===== src/rtl/dma_rx_pkg.sv =====
package dma_rx_pkg;
   typedef enum logic [1:0] {
      ST_READY = 2'd0,
      ST_FETCH = 2'd1,
      ST_MOVE  = 2'd2,
      ST_FIN   = 2'd3
   } rx_state_e;

   localparam int IRQ_W     = 4;
   localparam int IRQ_DONE0 = 0;
   localparam int IRQ_DONE1 = 1;
   localparam int IRQ_PKT   = 3;
endpackage


===== src/rtl/dma_rx_span.sv =====
module dma_rx_span #(
   parameter int AW = 16,
   parameter int LW = 12
) (
   input  logic [AW-1:0] pos,
   input  logic [AW-1:0] lim,
   input  logic [LW-1:0] offer,
   output logic [LW-1:0] take
);
   logic [AW-1:0] space;
   logic [LW-1:0] room;

   assign space = lim - pos;

   generate
      if (AW > LW) begin : g_clip
         assign room = (|space[AW-1:LW]) ? {LW{1'b1}} : space[LW-1:0];
      end else if (AW == LW) begin : g_same
         assign room = space;
      end else begin : g_wide
         $error("dma_rx_span: LW must not exceed AW");
         assign room = {{(LW-AW){1'b0}}, space};
      end
   endgenerate

   assign take = (offer < room) ? offer : room;
endmodule


===== src/rtl/dma_rx_irq.sv =====
module dma_rx_irq
   import dma_rx_pkg::*;
(
   input  logic             close,
   input  logic             want_irq,
   input  logic             pkt_end,
   input  logic [IRQ_W-1:0] raw,
   output logic [IRQ_W-1:0] set_bits,
   output logic             changed
);
   always_comb begin
      set_bits = '0;
      if (close) begin
         set_bits[IRQ_DONE0] = want_irq;
         set_bits[IRQ_DONE1] = want_irq;
         set_bits[IRQ_PKT]   = pkt_end;
      end
   end

   assign changed = |(set_bits & ~raw);
endmodule


===== src/rtl/dma_rx_chain.sv =====
module dma_rx_chain
   import dma_rx_pkg::*;
#(
   parameter int AW = 16,
   parameter int LW = 12,
   parameter int DW = 8
) (
   input  logic             clk,
   input  logic             rst_n,
   input  logic             start_i,
   input  logic [AW-1:0]    start_addr,
   output logic             dsc_req,
   output logic [AW-1:0]    dsc_addr,
   input  logic             dsc_ack,
   input  logic [AW-1:0]    dsc_next,
   input  logic [AW-1:0]    dsc_buf,
   input  logic [AW-1:0]    dsc_end,
   input  logic             dsc_eol,
   input  logic             dsc_intr,
   input  logic             in_valid,
   input  logic [LW-1:0]    in_len,
   input  logic             in_eop,
   output logic             in_done,
   output logic [LW-1:0]    in_acc,
   output logic             byte_take,
   input  logic [DW-1:0]    byte_in,
   output logic             mem_we,
   output logic [AW-1:0]    mem_addr,
   output logic [DW-1:0]    mem_data,
   output logic             pos_wr,
   output logic [AW-1:0]    pos_val,
   output logic             wb_en,
   output logic [AW-1:0]    wb_addr,
   output logic [AW-1:0]    wb_end,
   output logic             wb_in_eop,
   output logic             ctx_dis,
   input  logic [IRQ_W-1:0] raw_intr,
   output logic [IRQ_W-1:0] intr_set,
   output logic             intr_upd
);
   localparam logic [LW-1:0] LEN_ONE = LW'(1);
   localparam logic [AW-1:0] POS_ONE = AW'(1);

   generate
      if (DW < 1) begin : g_bad_dw
         $error("dma_rx_chain: DW must be at least 1");
      end
   endgenerate

   rx_state_e     state;
   logic          eol_q;
   logic          refuse_q;
   logic          eop_q;
   logic          deol_q;
   logic          dint_q;
   logic [AW-1:0] fetch_a;
   logic [AW-1:0] cur_a;
   logic [AW-1:0] nxt_a;
   logic [AW-1:0] end_q;
   logic [AW-1:0] pos_q;
   logic [LW-1:0] cnt_q;
   logic [LW-1:0] acc_q;
   logic [LW-1:0] span_acc;
   logic          closing;

   dma_rx_span #(.AW(AW), .LW(LW)) u_span (
      .pos   (pos_q),
      .lim   (end_q),
      .offer (in_len),
      .take  (span_acc)
   );

   assign closing = (state == ST_FIN) && !refuse_q
                    && ((pos_q == end_q) || eop_q);

   dma_rx_irq u_irq (
      .close    (closing),
      .want_irq (dint_q),
      .pkt_end  (eop_q),
      .raw      (raw_intr),
      .set_bits (intr_set),
      .changed  (intr_upd)
   );

   always_ff @(posedge clk) begin
      if (!rst_n) begin
         state    <= ST_READY;
         eol_q    <= 1'b1;
         refuse_q <= 1'b0;
         eop_q    <= 1'b0;
         deol_q   <= 1'b0;
         dint_q   <= 1'b0;
         fetch_a  <= '0;
         cur_a    <= '0;
         nxt_a    <= '0;
         end_q    <= '0;
         pos_q    <= '0;
         cnt_q    <= '0;
         acc_q    <= '0;
      end else begin
         unique case (state)
            ST_READY: begin
               if (start_i) begin
                  fetch_a <= start_addr;
                  eol_q   <= 1'b0;
                  state   <= ST_FETCH;
               end else if (in_valid) begin
                  eop_q <= in_eop;
                  if (eol_q) begin
                     refuse_q <= 1'b1;
                     acc_q    <= '0;
                     state    <= ST_FIN;
                  end else begin
                     refuse_q <= 1'b0;
                     acc_q    <= span_acc;
                     cnt_q    <= span_acc;
                     state    <= (span_acc == '0) ? ST_FIN : ST_MOVE;
                  end
               end
            end
            ST_FETCH: begin
               if (dsc_ack) begin
                  cur_a  <= fetch_a;
                  nxt_a  <= dsc_next;
                  end_q  <= dsc_end;
                  pos_q  <= dsc_buf;
                  deol_q <= dsc_eol;
                  dint_q <= dsc_intr;
                  state  <= ST_READY;
               end
            end
            ST_MOVE: begin
               pos_q <= pos_q + POS_ONE;
               cnt_q <= cnt_q - LEN_ONE;
               if (cnt_q == LEN_ONE) state <= ST_FIN;
            end
            ST_FIN: begin
               if (closing) begin
                  if (deol_q) begin
                     eol_q <= 1'b1;
                     state <= ST_READY;
                  end else begin
                     fetch_a <= nxt_a;
                     state   <= ST_FETCH;
                  end
               end else begin
                  state <= ST_READY;
               end
            end
            default: state <= ST_READY;
         endcase
      end
   end

   assign dsc_req   = (state == ST_FETCH);
   assign dsc_addr  = fetch_a;
   assign byte_take = (state == ST_MOVE);
   assign mem_we    = (state == ST_MOVE);
   assign mem_addr  = pos_q;
   assign mem_data  = byte_in;
   assign in_done   = (state == ST_FIN);
   assign in_acc    = acc_q;
   assign pos_wr    = (state == ST_FIN) && !refuse_q;
   assign pos_val   = pos_q;
   assign wb_en     = closing;
   assign wb_addr   = cur_a;
   assign wb_end    = pos_q;
   assign wb_in_eop = eop_q;
   assign ctx_dis   = closing && deol_q;
endmodule


===== config.mk =====
export PLATFORM = sky130hd
export DESIGN_NAME = dma_rx_chain
export DESIGN_NICKNAME = d
export VERILOG_FILES = /design/src/rtl/dma_rx_pkg.sv /design/src/rtl/dma_rx_span.sv /design/src/rtl/dma_rx_irq.sv /design/src/rtl/dma_rx_chain.sv
export SDC_FILE = /design/constraint.sdc
export NUM_CORES = 1
export LEC_CHECK = 0
export ABC_CLOCK_PERIOD_IN_PS = 15300
export BUFFER_PORTS_ARGS = -buffer_cell sky130_fd_sc_hd__buf_2
export CORE_ASPECT_RATIO = 1.75
export CORE_UTILIZATION = 57
export CTS_BUF_LIST = sky130_fd_sc_hd__clkbuf_4 sky130_fd_sc_hd__clkbuf_8
export DETAILED_ROUTE_END_ITERATION = 8
export PLACE_DENSITY = 0.84
export SLEW_MARGIN = 20
export SYNTH_ARGS = -nofsm -noshare
export SYNTH_HDL_FRONTEND = slang
export SYNTH_HIERARCHICAL = 1
export SYNTH_SLANG_ARGS = --single-unit

===== constraint.sdc =====
create_clock -name clk -period 15.3 [get_ports clk]
set_clock_uncertainty 0.05 [all_clocks]
set_input_delay 1.53 -clock clk [delete_from_list [all_inputs] [get_ports clk]]
set_output_delay 1.53 -clock clk [all_outputs]
set_load 0.1 [all_outputs]

==> metrics.csv, run 1 <==
metric,value,unit
Cells after Synth,846,
"Setup Fix Bufs, Post-CTS",0,
Post-Synthesis Cell Area,6630,um2
Die H,145,um
critical path arrival,6.05,ns
Critical Path Stages,22,
post-layout min period,5.78,ns
max cap viols,0,
Crit path max-delay family,compound AO/OA/AOI/OAI gates,
CP required,15.57,ns
# rows,51,
Max stage delay on crit path,0.60,ns
synth unique cells,79,
reg2reg end,state[0],
slowest CP cell,dfxtp_1,
Max Clock Freq,173,MHz
initial antenna violation count,1,
clk root buf,clkbuf_8,
post-placement cell area,7240,um2
largest net degree at the start of global routing,65,
"Cell Count, Final, Fillers Out",1099,
Sink Count,111,
GRT overflow,0,
worst-path fanout max,12,
final hold viol count,0,
asr flop ratio synth,0,%
clock latency on the worst-skew pair,0.38,ns
"Seq/Total Area, Yosys",33.5,%
Hold Path End,in_acc[7],
htree depth,3,
final net count,1088,
Worst Hold Depth,2,
input/output buffers,190,
Resize count post-CTS,0,
Mapped Avg Cell Area,7.84,um2
drt wl/cell,16.8,um
endpoints failing setup,0,
Crit Path Category,reg2reg,
Post-Synthesis Net Count,972,
die extent in x,83.5,um
synth warn,6,
flop-to-flop setup slack,9.52,ns
period utilisation layout,37.8,%
via/cell ratio,5.87,
final instance area,7460,um2
Post-Route WL,18400,um
PD cells,114,nW/um2
setup_tns,0,ns
number of detailed-route iterations in the first pass,5,
"Clk pin slew, worst setup/hold paths",0.11,ns
Core ar.,11200,um2
area grow syn2layout,12.5,%
share of post-route cells with drive strength above 1,23.8,%
via count,6450,
hold_sp,in_acc[7],
Placed Cells,1082,
die area,12100,um2
final total power,0.849,mW
Critical R2R Launch,mem_addr[7],
status,completed,
leakage power,3.41,nW
Post-synth EDFFs,0,
reg2reg path depth,22,
number of global-route vias before repair,6046,
CTS Buf Count,9,
register bit total from synthesis,111,
RSZ-0062 raised after global routing,no,
All-Layer GR Usage,30.0,%
first-pass GRT wire length,28800,um
CP Launch Type,flip-flop,
drt initial violations,375,
CP Capture Type,flip-flop,
final hold slack,0.407,ns
worst vdd ir,0.0730,mV
Worst-Margin Slew,0.870,ns
"Slew Viols, Final",0,
critical path cell sequence,inv_1 -> ha_1 -> a21oi_1 -> o21ai_1 -> or3_1 -> o22ai_1 -> xor2_1 -> nand3_1 -> nor2_1 -> ha_1 -> a2111oi_0 -> o21ai_0 -> o21a_1 -> o21ai_0 -> nand2b_1 -> o32a_2 -> o22a_1 -> nor4_1 -> nand3_1 -> a21oi_1 -> a21oi_1 -> a21oi_1,
Initial Utilization,59.0,%
worst path bufs/invs,1,
post-DP HPWL,13600,um
CP dominant cell by count,a21oi_1,
max_slew headroom,41.2,%
antenna-violating nets left,0,
num ports,209,
deepest clock path buffer count,2,
placer congestion estimate,0.969,
"Top FF cell, synth",dfxtp_1,
Residual DRC,0,
worst min path class,reg2reg,
TritonCTS clock tree,yes,
cts hold-fix bufs,0,
synth_stat cells, drive strengths merged, types with 3 or more instances:
| master | number | area (um2) |
|---|---|---|
| a211oi | 11 | 82.6 |
| a21o | 4 | 30.0 |
| a21oi | 97 | 497 |
| a22oi | 4 | 30.0 |
| a311oi | 5 | 43.8 |
| a31oi | 7 | 43.8 |
| and2 | 4 | 28.8 |
| and3 | 3 | 18.8 |
| and4 | 6 | 55.1 |
| buf | 56 | 402 |
| clkbuf | 35 | 143 |
| dfxtp | 111 | 2220 |
| ha | 29 | 363 |
| inv | 30 | 113 |
| mux2i | 20 | 200 |
| nand2 | 150 | 563 |
| nand2b | 22 | 138 |
| nand3 | 21 | 105 |
| nor2 | 52 | 195 |
| nor2b | 3 | 18.8 |
| nor3 | 15 | 75.1 |
| nor3b | 4 | 30.0 |
| nor4 | 12 | 81.3 |
| o211ai | 21 | 158 |
| o21a | 11 | 82.6 |
| o21ai | 25 | 125 |
| o22a | 11 | 96.3 |
| o311ai | 3 | 26.3 |
| or3 | 6 | 50.0 |
| xnor2 | 7 | 61.3 |
| xor2 | 21 | 184 |
kinds of logic (layout without fill, tap and decap cells):
family / count (synthesis) / count (layout) / share of synthesized area, %
compound gates: 223 / 223 / 21.7
fa+ha+maj: 30 / 30 / 5.77
other cells: 1 / 2 / 0.0565
flops: 111 / 111 / 33.5
buf+inv: 121 / 241 / 9.91
mux: 20 / 20 / 3.02
xor+xnor: 28 / 28 / 3.70
simple gates: 312 / 312 / 22.3
report_power, final:
group / total (mW) / switching [mW] / internal (mW)
registers: 0.330 / 0.0231 / 0.307
logic: 0.334 / 0.241 / 0.0933
clock network: 0.185 / 0.108 / 0.0778
sequential cells by signal, indices dropped and copies added, names as in the netlist:
name       flops
in_acc        12
wb_in_eop      1
dint_q         1
eol_q          1
wb_addr       16
state          2
end_q         16
deol_q         1
mem_addr      16
nxt_a         16
refuse_q       1
cnt_q         12
dsc_addr      16
layout by cell type, fill, tap and decap left out, types with 3 or more instances in the layout:
cell type and n:
a211oi_1 11, a21o_1 4, a21oi_1 96, a22oi_1 4, a311oi_1 5, a31oi_1 7
and3_1 3, and4_1 5, buf_2 190, buf_4 5, clkbuf_8 9, dfxtp_1 111
ha_1 29, inv_1 29, mux2i_1 20, nand2_1 150, nand2b_1 22, nand3_1 21
nor2_1 52, nor2b_1 3, nor3_1 15, nor3b_1 4, nor4_1 11, o211ai_1 21
o21a_1 11, o21ai_0 23, o22a_1 11, o311ai_0 3, xnor2_1 7, xor2_1 21
cell type report:
cell class                      count  area [um2]
Multi-Input combinational cell    614        3750
Clock inverter                      6        80.1
Inverter                           30         113
Sequential cell                   111        2220
Timing Repair Buffer              196        1000
Antenna cell                        1        2.50
Clock buffer                        9         124
Fill cell                        1003        3770
Tap cell                          132         165
per-stage QoR:
stage,util [%],setup WS [ns]
finish,66.4,9.52
global route,66.4,9.10
CTS,66.3,9.63
detailed placement,64.5,9.65
global placement,64.5,9.67
floorplan,-,9.47
worst max-delay path by stage:
| stage | from | endpoint |
|---|---|---|
| global placement | mem_addr[1] | state[0] |
| finish | mem_addr[7] | state[0] |
| detailed placement | mem_addr[1] | state[0] |
| CTS | mem_addr[1] | state[0] |
| global route | mem_addr[1] | state[0] |
| floorplan | state[0] | intr_upd |
worst reg2reg max path: cells and delay by family (launching register included):
| family | cells | cell delay [ns] |
|---|---|---|
| buffers and inverters | 1 | 0.10 |
| XOR/XNOR | 1 | 0.22 |
| adder cells (fa/ha/maj) | 2 | 0.65 |
| flip-flops | 1 | 0.60 |
| AND/OR/NAND/NOR | 6 | 1.58 |
| AO/OA/AOI/OAI | 12 | 2.51 |
metal layers:
metal	share of wire, %	global-route usage [%]
met1	38	31.5
met3	6.0	5.22
met4	4.0	16.3
met2	52	56.7
met5	0	0
No activity file was read; power rests on OpenSTA's default activity.
==> run 2: changes to the inputs <==
--- a/config.mk
+++ b/config.mk
@@ -5,13 +5,13 @@
 export SDC_FILE = /design/constraint.sdc
 export NUM_CORES = 1
 export LEC_CHECK = 0
-export ABC_CLOCK_PERIOD_IN_PS = 15300
+export ABC_CLOCK_PERIOD_IN_PS = 6100
 export BUFFER_PORTS_ARGS = -buffer_cell sky130_fd_sc_hd__buf_2
 export CORE_ASPECT_RATIO = 1.75
-export CORE_UTILIZATION = 57
+export CORE_UTILIZATION = 53
 export CTS_BUF_LIST = sky130_fd_sc_hd__clkbuf_4 sky130_fd_sc_hd__clkbuf_8
 export DETAILED_ROUTE_END_ITERATION = 8
-export PLACE_DENSITY = 0.84
+export PLACE_DENSITY = 0.79
 export SLEW_MARGIN = 20
 export SYNTH_ARGS = -nofsm -noshare
 export SYNTH_HDL_FRONTEND = slang
==> constraint.sdc (replaced) <==
create_clock -name clk -period 6.1 [get_ports clk]
set_clock_uncertainty 0.05 [all_clocks]
set_input_delay 0.61 -clock clk [delete_from_list [all_inputs] [get_ports clk]]
set_output_delay 0.61 -clock clk [all_outputs]
set_load 0.1 [all_outputs]
==> run 2 against run 1 <==
Critical path depth stayed put; count of clock-buffer cells in the layout stayed put; final cell count is 3.8% higher; register-to-register slack worse by 8.9 ns.
==> metrics.csv, run 2 (synthesized netlist as in run 1, its figures left out) <==
metric,value,unit,change
Sink Count,111,,unchanged
largest net degree at the start of global routing,52,,was 65
htree depth,3,,unchanged
die area,13000,um2,was 12100 um2
number of detailed-route iterations in the first pass,5,,unchanged
CP Capture Type,flip-flop,,unchanged
post-layout min period,5.47,ns,was 5.78 ns
post-placement cell area,7360,um2,was 7240 um2
"Slew Viols, Final",0,,unchanged
Core ar.,12100,um2,was 11200 um2
Resize count post-CTS,0,,unchanged
Residual DRC,0,,unchanged
status,completed,,unchanged
PD cells,282,nW/um2,was 114 nW/um2
reg2reg path depth,22,,unchanged
clk root buf,clkbuf_8,,unchanged
endpoints failing setup,0,,unchanged
area grow syn2layout,13.9,%,was 12.5%
via/cell ratio,5.64,,was 5.87
die extent in x,86.6,um,was 83.5 um
"Setup Fix Bufs, Post-CTS",0,,unchanged
# rows,53,,was 51
post-DP HPWL,13900,um,was 13600 um
leakage power,3.46,nW,was 3.41 nW
Crit Path Category,reg2reg,,unchanged
worst min path class,in2reg,,was reg2reg
num ports,209,,unchanged
share of post-route cells with drive strength above 1,24.6,%,was 23.8%
Finished Core Util,62.6,%,was 66.4%
drt wl/cell,16.3,um,was 16.8 um
deepest clock path buffer count,2,,unchanged
initial antenna violation count,0,,was 1
final net count,1097,,was 1088
Initial Utilization,54.9,%,was 59.0%
final hold slack,0.394,ns,was 0.407 ns
RSZ-0062 raised after global routing,no,,unchanged
final instance area,7550,um2,was 7460 um2
register area,2220,um2,unchanged
Multi-input gate area,3750,um2,unchanged
GRT overflow,0,,unchanged
max_slew headroom,48.3,%,was 41.2%
number of global-route vias before repair,6277,,was 6046
TritonCTS clock tree,yes,,unchanged
pre-CTS WS,0.766,ns,was 9.65 ns
flop-to-flop setup slack,0.63,ns,was 9.52 ns
CTS Buf Count,9,,unchanged
"commonest cells after routing, fill and taps aside","190 x buf_2, 150 x nand2_1, 111 x dfxtp_1",,unchanged
via count,6439,,was 6450
max cap viols,0,,unchanged
Worst Hold Depth,3,,was 2
first-pass GRT wire length,29400,um,was 28800 um
worst vdd ir,0.170,mV,was 0.0730 mV
antenna-violating nets left,0,,unchanged
antenna fix cells,0,,was 1
Fill cells,1192,,was 1003
Die H,150,um,was 145 um
worst-path fanout max,11,,was 12
period utilisation layout,89.7,%,was 37.8%
Max Clock Freq,183,MHz,was 173 MHz
"Clk pin slew, worst setup/hold paths",0.12,ns,was 0.11 ns
CP required,6.37,ns,was 15.57 ns
CP Launch Type,flip-flop,,unchanged
setup_tns,0,ns,unchanged
drt initial violations,397,,was 375
final hold viol count,0,,unchanged
cts hold-fix bufs,0,,unchanged
"commonest non-fill, non-tap cell in the layout",buf_2,,unchanged
placer congestion estimate,0.972,,was 0.969
Worst-Margin Slew,0.776,ns,was 0.870 ns
All-Layer GR Usage,29.1,%,was 30.0%
Post-Route WL,18500,um,was 18400 um
input/output buffers,190,,unchanged
critical path arrival,5.74,ns,was 6.05 ns
clock latency on the worst-skew pair,0.38,ns,about the same
final worst slack,0.631,ns,was 9.52 ns
run 2: cell count changes in the layout (fill, tap and decap cells not counted):
| cell | change |
|---|---|
| buf_6 | -1 |
| diode_2 | -1 |
| clkinvlp_4 | -1 |
| clkinv_4 | +1 |
| inv_6 | -2 |
| inv_8 | +3 |
| clkinv_2 | +1 |
| bufinv_16 | -1 |
| clkinv_8 | -1 |
| buf_4 | +10 |
| inv_12 | +1 |
run 2: final timing paths:
check | endpoint | start
worst max-delay path | state[0] | mem_addr[8]
worst max register to register | state[0] | mem_addr[8]
worst min-delay path | nxt_a[1] | dsc_next[1]
worst min register to register | nxt_a[3] | nxt_a[3]
run 2: worst max-delay path, cell delays in order, from the launching register on:
cell       delay, ns
dfxtp_1         0.57
inv_1           0.08
ha_1            0.39
a21o_1          0.20
o2bb2ai_1       0.16
a221o_1         0.35
a211o_1         0.26
o22ai_2         0.18
nand3_1         0.29
nor2_1          0.22
ha_1            0.26
a2111oi_0       0.33
o21ai_0         0.14
o21a_1          0.17
o21ai_0         0.20
nand2b_1        0.10
o32a_2          0.42
o22a_1          0.23
nor4_1          0.33
nand3_1         0.15
a21oi_1         0.15
a21oi_1         0.05
a21oi_1         0.13
run 2: through the flow:
step           power [mW]  cells
2_1_floorplan        1.54    846
3_3_place_gp         1.67   1125
3_5_place_dp         1.69   1125
4_1_cts              2.14   1141
5_1_grt              2.23   1141
6_report             2.13   1141
run 2: routing by layer:
metal / global-route usage, % / part of all wire [%] / vias up
met3: 4.41 / 4.9 / 49
met5: 0 / 0 / -
met2: 52.5 / 51 / 216
li1: - / - / 3175
met4: 17.5 / 5.1 / 0
met1: 31.3 / 39 / 2999
run 2: where the power goes:
part	switching (mW)	leakage [nW]	internal, mW	total, mW
logic	0.616	2.46	0.244	0.860
registers	0.0480	0.903	0.769	0.817
clock network	0.292	0.102	0.164	0.456
total	0.956	3.46	1.18	2.13
run 2: layout make-up:
class	instances	area share, %
Clock inverter	7	0.961
Inverter	30	1.49
Multi-Input combinational cell	614	49.7
Tap cell	165	2.73
Sequential cell	111	29.4
Clock buffer	9	1.64
Timing Repair Buffer	205	14.1
